==> config.mk <==
export PLATFORM = sky130hd
export DESIGN_NAME = trig_select_bank
export DESIGN_NICKNAME = d
export VERILOG_FILES = /design/src/rtl/trig_pkg.sv /design/src/rtl/trig_bus_decode.sv /design/src/rtl/trig_src_mux.sv /design/src/rtl/trig_chan_reg.sv /design/src/rtl/trig_select_bank.sv
export SDC_FILE = /design/constraint.sdc
export NUM_CORES = 1
export LEC_CHECK = 0
export BUFFER_PORTS_ARGS = -buffer_cell sky130_fd_sc_hd__buf_4
export CORE_MARGIN = 4
export CORE_UTILIZATION = 30
export CTS_BUF_LIST = sky130_fd_sc_hd__clkbuf_4 sky130_fd_sc_hd__clkbuf_8 sky130_fd_sc_hd__clkbuf_16
export CTS_CLUSTER_DIAMETER = 50
export CTS_CLUSTER_SIZE = 28
export DETAILED_ROUTE_END_ITERATION = 7
export GPL_ROUTABILITY_DRIVEN = 0
export PLACE_DENSITY_LB_ADDON = 0.15
export SETUP_SLACK_MARGIN = 0.2
export SLEW_MARGIN = 15
export SYNTH_ARGS = -nofsm -noshare
export SYNTH_HDL_FRONTEND = slang
export SYNTH_SLANG_ARGS = --single-unit
==> constraint.sdc <==
create_clock -name clk -period 4.2 [get_ports clk]
set_clock_uncertainty 0.2 [all_clocks]
set_input_delay 0.84 -clock clk [delete_from_list [all_inputs] [get_ports clk]]
set_output_delay 0.84 -clock clk [all_outputs]
set_load 0.05 [all_outputs]
==> src/rtl/trig_pkg.sv <==
package trig_pkg;
  localparam int REG_W    = 8;
  localparam int SEL_W    = 6;
  localparam int FLAG_BIT = 7;
  localparam int RSVD_BIT = 6;

  typedef logic [SEL_W-1:0] sel_t;
  typedef logic [REG_W-1:0] reg_t;

  function automatic reg_t pack_reg(input logic flag, input sel_t sel);
    return {flag, 1'b0, sel};
  endfunction
endpackage

==> src/rtl/trig_bus_decode.sv <==
module trig_bus_decode #(
  parameter int NUM_CH = 4,
  parameter int ADDR_W = 4
) (
  input  logic [ADDR_W-1:0] addr,
  input  logic              wr,
  output logic [NUM_CH-1:0] hit,
  output logic [NUM_CH-1:0] wr_hit
);
  localparam int IDX_W = ADDR_W - 1;

  logic [IDX_W-1:0] idx;
  logic             aligned;

  assign idx     = addr[ADDR_W-1:1];
  assign aligned = ~addr[0];

  for (genvar i = 0; i < NUM_CH; i++) begin : g_hit
    assign hit[i]    = aligned && (idx == IDX_W'(i));
    assign wr_hit[i] = wr && hit[i];
  end
endmodule

==> src/rtl/trig_src_mux.sv <==
module trig_src_mux
  import trig_pkg::*;
#(
  parameter int NUM_IRQ = 7
) (
  input  sel_t               sel,
  input  logic [NUM_IRQ-1:0] irq,
  output logic               sel_ok,
  output logic               fire
);
  assign sel_ok = (sel != '0) && (sel <= SEL_W'(NUM_IRQ));

  always_comb begin
    fire = 1'b0;
    for (int k = 0; k < NUM_IRQ; k++) begin
      if (sel == SEL_W'(k + 1)) fire = irq[k];
    end
  end
endmodule

==> src/rtl/trig_chan_reg.sv <==
module trig_chan_reg
  import trig_pkg::*;
(
  input  logic clk,
  input  logic rst_n,
  input  logic wr,
  input  logic bit_mode,
  input  sel_t wsel,
  input  logic wflag,
  input  logic set,
  input  logic ack,
  output sel_t sel,
  output logic flag
);
  logic sw_clr;
  logic flag_d;

  assign sw_clr = wr && !wflag;

  always_comb begin
    if (set)                flag_d = 1'b1;
    else if (sw_clr || ack) flag_d = 1'b0;
    else                    flag_d = flag;
  end

  always_ff @(posedge clk or negedge rst_n) begin
    if (!rst_n) begin
      sel  <= '0;
      flag <= 1'b0;
    end else begin
      flag <= flag_d;
      if (wr && !bit_mode) sel <= wsel;
    end
  end

  a_r11_set_wins: assert property (@(posedge clk) disable iff (!rst_n)
    set |=> flag);
  a_r10_ack_clears: assert property (@(posedge clk) disable iff (!rst_n)
    (ack && !set) |=> !flag);
  a_r6_one_keeps: assert property (@(posedge clk) disable iff (!rst_n)
    (wr && wflag && !set && !ack) |=> (flag == $past(flag)));
  a_r7_bit_keeps_sel: assert property (@(posedge clk) disable iff (!rst_n)
    (wr && bit_mode) |=> $stable(sel));
  a_r8_sticky: assert property (@(posedge clk) disable iff (!rst_n)
    (flag && !ack && !sw_clr) |=> flag);
endmodule

==> src/rtl/trig_select_bank.sv <==
module trig_select_bank
  import trig_pkg::*;
#(
  parameter int NUM_CH  = 4,
  parameter int NUM_IRQ = 7,
  parameter int ADDR_W  = 4
) (
  input  logic               clk,
  input  logic               rst_n,
  input  logic               bus_wr,
  input  logic               bus_bit,
  input  logic [ADDR_W-1:0]  bus_addr,
  input  logic [7:0]         bus_wdata,
  output logic [7:0]         bus_rdata,
  input  logic [NUM_IRQ-1:0] irq_pulse,
  output logic [NUM_CH-1:0]  dma_req,
  input  logic [NUM_CH-1:0]  dma_ack
);
  logic [NUM_CH-1:0] hit;
  logic [NUM_CH-1:0] wr_hit;
  logic [NUM_CH-1:0] fire;
  logic [NUM_CH-1:0] sel_ok;
  logic [NUM_CH-1:0] flag;
  sel_t              sel [NUM_CH];
  logic              unused_rsvd;

  assign unused_rsvd = bus_wdata[RSVD_BIT];

  trig_bus_decode #(.NUM_CH(NUM_CH), .ADDR_W(ADDR_W)) u_dec (
    .addr   (bus_addr),
    .wr     (bus_wr),
    .hit    (hit),
    .wr_hit (wr_hit)
  );

  for (genvar n = 0; n < NUM_CH; n++) begin : g_ch
    trig_src_mux #(.NUM_IRQ(NUM_IRQ)) u_mux (
      .sel    (sel[n]),
      .irq    (irq_pulse),
      .sel_ok (sel_ok[n]),
      .fire   (fire[n])
    );

    trig_chan_reg u_reg (
      .clk      (clk),
      .rst_n    (rst_n),
      .wr       (wr_hit[n]),
      .bit_mode (bus_bit),
      .wsel     (bus_wdata[SEL_W-1:0]),
      .wflag    (bus_wdata[FLAG_BIT]),
      .set      (fire[n]),
      .ack      (dma_ack[n]),
      .sel      (sel[n]),
      .flag     (flag[n])
    );

    assign dma_req[n] = flag[n] && sel_ok[n];

    a_r10_req_drops: assert property (@(posedge clk) disable iff (!rst_n)
      (dma_req[n] && dma_ack[n] && !fire[n]) |=> !dma_req[n]);
    a_r5_no_fire_disabled: assert property (@(posedge clk) disable iff (!rst_n)
      (!sel_ok[n] && !flag[n]) |=> !flag[n]);
  end

  always_comb begin
    bus_rdata = '0;
    for (int n = 0; n < NUM_CH; n++) begin
      if (hit[n]) bus_rdata = pack_reg(flag[n], sel[n]);
    end
  end
endmodule

### Word level (Yosys, flattened, before mapping)

Cells that the tools add are included.

* magnitude comparators: 4
* equal/unequal tests: 31
* multiplexer cells: 40
* bitwise logic cells: 1
* reduce and logical (&&, ||, !) cells: 39

Operators by type and width (count)
* 6-bit by 3-bit equality test with 1-bit output (second input constant): 16
* 6-bit by 2-bit equality test with 1-bit output (second input constant): 8
* 1-bit 2-to-1 mux: 36
* 8-bit 2-to-1 mux: 4
* 6-bit by 1-bit equality test with 1-bit output (second input constant): 4
* 6-bit by 3-bit <= comparator with 1-bit output (second input constant): 4
* 1-bit logical AND: 24
* 6-bit nonzero test: 4
* 2-bit nonzero test: 4
* 3-bit by 2-bit equality test with 1-bit output (second input constant): 2
* 1-bit logical OR: 4
* 3-bit by 1-bit equality test with 1-bit output (second input constant): 1
* 3-bit logical NOT: 1
* 1-bit logical NOT: 2
* 1-bit NOT: 1

* register bits after elaboration: 28
* output and inout bits: 12
* logic and storage cells: 123

### Depth between registers and ports, before layout

Gate-level depths: netlist (run 1).

* word-level depth: 9
* depth in mapped cells: 6

### Hierarchy

A second synthesis (run 1) with hierarchy kept.

* cells, all modules: 160
* area, all modules: 1854.3 um2

By module, submodules not included
* trig_chan_reg: times used 4, cells an instance 18, area each 309.0 um2
* trig_src_mux: times used 4, cells an instance 10, area each 81.3 um2
* trig_select_bank: times used 1, cells an instance 35, area each 226.5 um2
* trig_bus_decode: times used 1, cells an instance 13, area each 66.3 um2

### Worst setup path after synthesis (run 1)

Ideal clock, no wire load.

* path kind: input port to output port
* start: input port bus_addr[2]
* end: output port bus_rdata[0]
* arrival time: 2.085 ns
* data required time: 3.160 ns
* path slack: 1.075 ns
* stages on the path: 3
* buffers on the path: 1
* cells stage by stage: clkbuf_1 > mux4_2 > nor2b_1

* cells in the longest elaborated chain, start to end: 6
* elaborated cells between the ends (all ways): 12
* classes of those cells: 3 x eq/ne; 4 x mux; 5 x reduce/logical

Ends and longest elaborated chain
* from (decl): line trig_select_bank.sv:12 `input logic [ADDR_W-1:0] bus_addr,`
* 3-bit logical NOT: line trig_bus_decode.sv:19 `assign hit[i] = aligned && (idx == IDX_W'(i));`
* 1-bit logical AND: line trig_bus_decode.sv:19
* 8-bit 2-to-1 mux (3 in a row): line trig_select_bank.sv:68 `if (hit[n]) bus_rdata = pack_reg(flag[n], sel[n]);`
* 8-bit 2-to-1 mux *: line trig_select_bank.sv:68
* to (decl): line trig_select_bank.sv:14 `output logic [7:0] bus_rdata,`

Mark *: on every way between the ends. The rest lies on a longest branch, timed or not.

### Worst setup path in the final report (run 1)

* start: input port bus_addr[1]
* end: output port bus_rdata[1]

The elaborated chain is that of the path after synthesis.

==> results of run 1 <==
cells by family (layout without fill, tap and decap cells):
family,after synthesis,in the layout,share of synthesized area [%]
flip-flops,28,28,41.9
AO/OA/AOI/OAI,33,33,13.4
AND/OR/NAND/NOR,44,44,15.1
other,1,1,0.225
multiplexers,31,31,25.6
buffers and inverters,13,46,3.75
worst max-delay path, cell delays in order:
cell	delay (ns)
buf_4	0.20
mux4_2	0.53
nor2b_1	0.16
buf_4	0.21
per-layer routing:
metal  vias to the layer above  global-route usage (%)  part of all wire, %
li1                        636                       -                    -
met2                        54                    23.2                   47
met4                         0                    2.78                 0.72
met3                         7                    3.25                  7.5
met1                       695                    19.9                   45
met5                         -                       0                    0
power breakdown:
group	switching [mW]	internal, mW
sequential	0.0793	0.328
combinational	0.131	0.138
clock	0.0776	0.0643
worst max-delay path by stage:
stage | startpoint | end | slack, ns | depth (start not counted)
after floorplan | bus_addr[2] | bus_rdata[0] | 1.07 | 3
after global placement | bus_addr[1] | bus_rdata[1] | 1.24 | 4
after detailed placement | bus_addr[1] | bus_rdata[1] | 1.21 | 4
after CTS | bus_addr[1] | bus_rdata[1] | 1.21 | 4
after global routing | bus_addr[1] | bus_rdata[1] | 1.16 | 4
final | bus_addr[1] | bus_rdata[1] | 1.22 | 4
sequential cells by signal, summed over array words and instances (netlist names):
signal	cells
g_ch.u_reg.flag	4
g_ch.u_reg.sel	24
cell usage in the layout (no fill, tap or decap), drive strengths merged, types with 4 or more instances in the layout:
master,netlist,routed
o22ai,4,4
nor2b,9,9
buf,4,36
inv,7,7
nand2,9,9
nand2b,6,6
o21ai,7,7
mux2,24,24
mux4,7,7
dfrtp,28,28
o311a,4,4
a21oi,9,9
nand3,4,4
nor3,8,8
per-stage QoR:
stage / utilization (%) / std cells
final: 38.8 / 253
after global routing: 38.8 / 253
after CTS: 38.8 / 253
after detailed placement: 38.0 / 250
after global placement: 38.0 / 250
after floorplan: - / 150
synthesized netlist by cell type (2+ instances only):
| cell | instances | area share [%] |
|---|---|---|
| a21oi_1 | 9 | 2.7 |
| a22o_1 | 3 | 1.6 |
| buf_2 | 2 | 0.60 |
| clkbuf_1 | 2 | 0.45 |
| dfrtp_1 | 28 | 42 |
| inv_1 | 7 | 1.6 |
| mux2_2 | 23 | 16 |
| mux4_2 | 7 | 9.4 |
| nand2_1 | 9 | 2.0 |
| nand2b_1 | 6 | 2.2 |
| nand3_1 | 4 | 1.2 |
| nor2b_1 | 9 | 3.4 |
| nor3_1 | 8 | 2.4 |
| o21ai_0 | 7 | 2.1 |
| o22ai_1 | 4 | 1.5 |
| o311a_1 | 4 | 2.4 |
| o311ai_0 | 3 | 1.6 |
layout make-up:
cell class                      instances  area [µm²]  area share, %
Inverter                                7        26.3           1.29
Sequential cell                        28         701           34.5
Timing Repair Buffer                   36         270           13.3
Multi-Input combinational cell        109         907           44.6
Clock buffer                            3        41.3           2.03
Tap cell                               70        87.6           4.31
==> reports/qor.yml, run 1 <==
placement:
  pre_cts_ws_ns: 1.21
  numPortBuffers: 36
  dpl.hpwl_um: 3560
  place_area_um2: 1990
sta:
  fmax_ghz: 0.336
  worst_slew_pin_slew_ns: 0.765
  setup_tns_ns: 0
  period_share_pct: 71.0
  final-setup-viol-count: 0
  min_period_ns: 2.98
  setup_ws_ns: 1.22
  drv_slew: 0
  hold_viol_final: 0
  hold_ws_ns: 0.280
  rsz0062_at_grt: "no"
  relSlewSlack_pct: 48.3
flow_run:
  maxCapViolations: 0
setup_path:
  r2r-start: "g_ch[3].u_reg.sel[0]"
  reg2reg_setup_slack_ns: 2.41
  worstPathArrival_ns: 1.94
  setup.worst_path.start_class: "input port"
  cp_max_fo: 12
  required_ns: 3.16
  crit_type: "input port to output port"
  rr_worst_depth: 4
  r2r_end: "g_ch[3].u_reg.flag"
  endpoint_kind: "output port"
clock_network:
  cts_hold_buf: 0
  cts_max_path_buffers: 2
  post-cts-setup-buffer-count: 0
  cts_root_buf: "clkbuf_8"
  htreeDepth: 1
  cts_tree: "yes"
  numCtsBuffers: 3
  clk-insertion-delay-late_ns: 0.27
  cts.clk_slew.worst_paths_ns: 0.09
  clock_sinks: 28
  cts_resized: 0
power_and_ir_drop:
  irDropWorstVdd_uv: 157
  p_leak_nw: 0.902
  finalPower_mw: 0.818
  p_per_area_nw_per_um2: 402
synth:
  synth_fp_nets: 177
  synth_async_sr_flop_share_pct: 100
  synth-edff-count: 0
  ys_seq_area_share_pct: 41.9
  synth_cells: 150
  avgSynthCellArea_um2: 11.1
  yosysWarningCount: 0
  synth_seq_cells: 28
  ys.flop_type: "dfrtp_1"
  netlist_area_um2: 1670
  synthDistinctLibCells: 32
global_routing:
  grt_pass1_vias: 1357
  grt_pass1_wl_um: 7360
  antenna_found_initial: 0
  grt_usage_pct: 14.4
  grt-ovfl-total: 0
  grt_start_max_net_pins: 29
drt:
  drc: 0
  wl_per_cell_um: 18.2
  drtIter0Drc: 92
  ant_nets: 0
  drtPass1Iterations: 4
  viasPerCell: 5.50
  vias: 1392
  finalWirelength_um: 4610
status:
  status: "complete, no violations"
die:
  die_area_um2: 6830
  coreArea_um2: 5240
  initial_core_util_pct: 31.9
  ios: 39
  rows: 26
  dieWidth_um: 82.6
  die_height_um: 82.6
finish:
  design_area_um2: 2030
  drive_above_1_share_pct: 38.3
  fin_nets: 212
  area_delta_synth_final_pct: 21.7
  diodes: 0
  fill_cells: 527
worst_hold_path:
  hold_path_class: "input port to asynchronous set/reset pin"
No activity file was read; power rests on OpenSTA's default activity.
==> run 2, diff against run 1 <==
- clock period: 4.2 -> 2.75 ns (I/O delays scaled with it)
==> reports/qor.yml, run 2 (same netlist as run 1, synthesis figures left out) <==
sta:
  final-setup-viol-count: 0  # unchanged
  fmax_ghz: 0.417
  worst_slew_pin_slew_ns: 0.616  # -0.149 ns
  setup_tns_ns: 0  # unchanged
  rsz0062_at_grt: "no"
  drv_slew: 0  # unchanged
  period_share_pct: 87.3
  min_period_ns: 2.40
  hold_viol_final: 0  # unchanged
  relSlewSlack_pct: 58.4  # +10 points
clock_network:
  cts_max_path_buffers: 2  # unchanged
  clk-insertion-delay-late_ns: 0.28  # about the same
  cts_resized: 0  # unchanged
  numCtsBuffers: 3  # unchanged
  cts_root_buf: "clkbuf_8"
  cts_tree: "yes"
  htreeDepth: 1  # unchanged
  cts.clk_slew.worst_paths_ns: 0.10  # about the same
  cts_hold_buf: 1  # +1
  clock_sinks: 28  # unchanged
  post-cts-setup-buffer-count: 0  # unchanged
setup_path:
  rr_worst_depth: 4  # unchanged
  r2r-start: "g_ch[3].u_reg.sel[0]"
  setup.worst_path.start_class: "input port"
  cp_max_fo: 12  # unchanged
  setup.worst_path.end: "bus_rdata[1]"
  r2r_end: "g_ch[3].u_reg.flag"
  worstPathArrival_ns: 1.65  # -0.29 ns
  crit_path_start: "bus_addr[1]"
  required_ns: 2.00  # -1.16 ns
  reg2reg_setup_slack_ns: 0.97  # -1.44 ns
  endpoint_kind: "output port"
  crit_type: "input port to output port"
finish:
  fin_nets: 214  # +0.94%
  area_delta_synth_final_pct: 23.6
  drive_above_1_share_pct: 38.7  # +0.46 points
  mostFrequentLayoutCells: "buf_4, dfrtp_1, mux2_2"
  design_area_um2: 2060  # +1.5%
  mostFrequentLayoutCell: "buf_4"
  largest_register: "g_ch.u_reg.sel"
  diodes: 0  # unchanged
  stdcell_count: 256  # +1.2%
  reg_top3: "g_ch.u_reg.sel x24, g_ch.u_reg.flag x4"
  largest_reg_flops: 24  # unchanged
die:
  rows: 26  # unchanged
  initial_core_util_pct: 31.9  # unchanged
  dieWidth_um: 82.6  # unchanged
  coreArea_um2: 5240  # unchanged
  ios: 39  # unchanged
  die_height_um: 82.6  # unchanged
  die_area_um2: 6830  # unchanged
placement:
  dpl.hpwl_um: 3540  # -0.54%
  placedCellCount: 251  # +0.40%
  place_area_um2: 2000  # +0.38%
  numPortBuffers: 36  # unchanged
global_routing:
  antenna_found_initial: 0  # unchanged
  grt_usage_pct: 14.9  # +0.48 points
  grt_pass1_wl_um: 7570  # +2.9%
  grt_start_max_net_pins: 29  # unchanged
  grt-ovfl-total: 0  # unchanged
  grt_pass1_vias: 1421  # +4.7%
power_and_ir_drop:
  comb_power_share_pct: 32.0  # -0.9 points
  clkPwrFrac_pct: 19.8  # +2.5 points
  cell_internal_pwr_mw: 0.841  # +59%
  p_leak_nw: 0.918  # +1.9%
  p_seq_share_pct: 48.2  # -1.6 points
  irDropWorstVdd_uv: 291  # +85%
  swShare_pct: 34.7  # -0.53 points
  switchingPower_mw: 0.447  # +55%
  p_per_area_nw_per_um2: 624  # +55%
drt:
  viasPerCell: 5.29  # -3.9%
  wl_per_cell_um: 18.0  # -1.1%
  ant_nets: 0  # unchanged
  drtIter0Drc: 81  # -12%
  drtPass1Iterations: 4  # unchanged
  finalWirelength_um: 4610  # about the same
  vias: 1353  # -2.8%
  drc: 0  # unchanged
flow_run:
  maxCapViolations: 0  # unchanged
worst_hold_path:
  hold_path_class: "input port to register"
status:
  status: "complete, no violations"
==> run 2: cell count changes in the layout (fill, tap and decap cells not counted), sizes merged <==
cell         previous run  this run
dlygate4sd3             0         1
clkbuf                  3         4
buf                    36        37
==> run 2: power groups by stage <==
| stage | registers (mW) | logic, mW | clock network, mW |
|---|---|---|---|
| 4_1_cts | 0.618 | 0.418 | 0.261 |
| 3_5_place_dp | 0.628 | 0.415 | 0 |
| 6_report | 0.620 | 0.412 | 0.255 |
| 3_3_place_gp | 0.623 | 0.405 | 0 |
| 5_1_grt | 0.637 | 0.455 | 0.278 |
| 2_1_floorplan | 0.578 | 0.308 | 0 |
==> run 2: layout make-up <==
type / count / area (µm²)
timing repair buffer: 38 / 288
multi-input combinational: 109 / 907
fill: 532 / 3170
clock buffer: 4 / 55.1
tap: 70 / 87.6
inverter: 7 / 26.3
sequential: 28 / 701
==> run 2: metrics by stage <==
| stage | total power, mW | utilization (%) | setup WS (ns) | hold WS (ns) |
|---|---|---|---|---|
| floorplan | 0.886 | - | 0.205 | 0.0544 |
| global placement | 1.03 | 38.2 | 0.367 | 0.290 |
| detailed placement | 1.04 | 38.2 | 0.339 | 0.295 |
| CTS | 1.30 | 39.4 | 0.339 | 0.315 |
| global route | 1.37 | 39.4 | 0.301 | 0.326 |
| finish | 1.29 | 39.4 | 0.349 | 0.315 |
==> run 2: metal layers <==
metal  vias to the layer above  routed length, µm  part of all wire [%]  global-route usage, %
met3                         2                341                   7.4                   3.15
met2                        40               2190                    48                   24.1
met1                       668               2070                    45                   21.1
li1                        643                  -                     -                      -
met5                         -                  0                     0                      0
met4                         0                 14                  0.30                   1.47
==> run 2: critical path, stage by stage <==
cell and delay, ns:
buf_4 0.21, mux4_2 0.53, nor2b_1 0.15, buf_4 0.20
==> run 2: worst min path at each step <==
stage,slack [ns],endpoint,startpoint,depth (start not counted)
6_report,0.31,g_ch[3].u_reg.sel[3],bus_wdata[3],2
2_1_floorplan,0.05,g_ch[0].u_reg.flag,rst_n,0
5_1_grt,0.33,g_ch[3].u_reg.sel[3],bus_wdata[3],2
3_5_place_dp,0.30,g_ch[2].u_reg.sel[5],rst_n,1
4_1_cts,0.31,g_ch[3].u_reg.sel[3],bus_wdata[3],2
3_3_place_gp,0.29,g_ch[1].u_reg.sel[5],rst_n,1
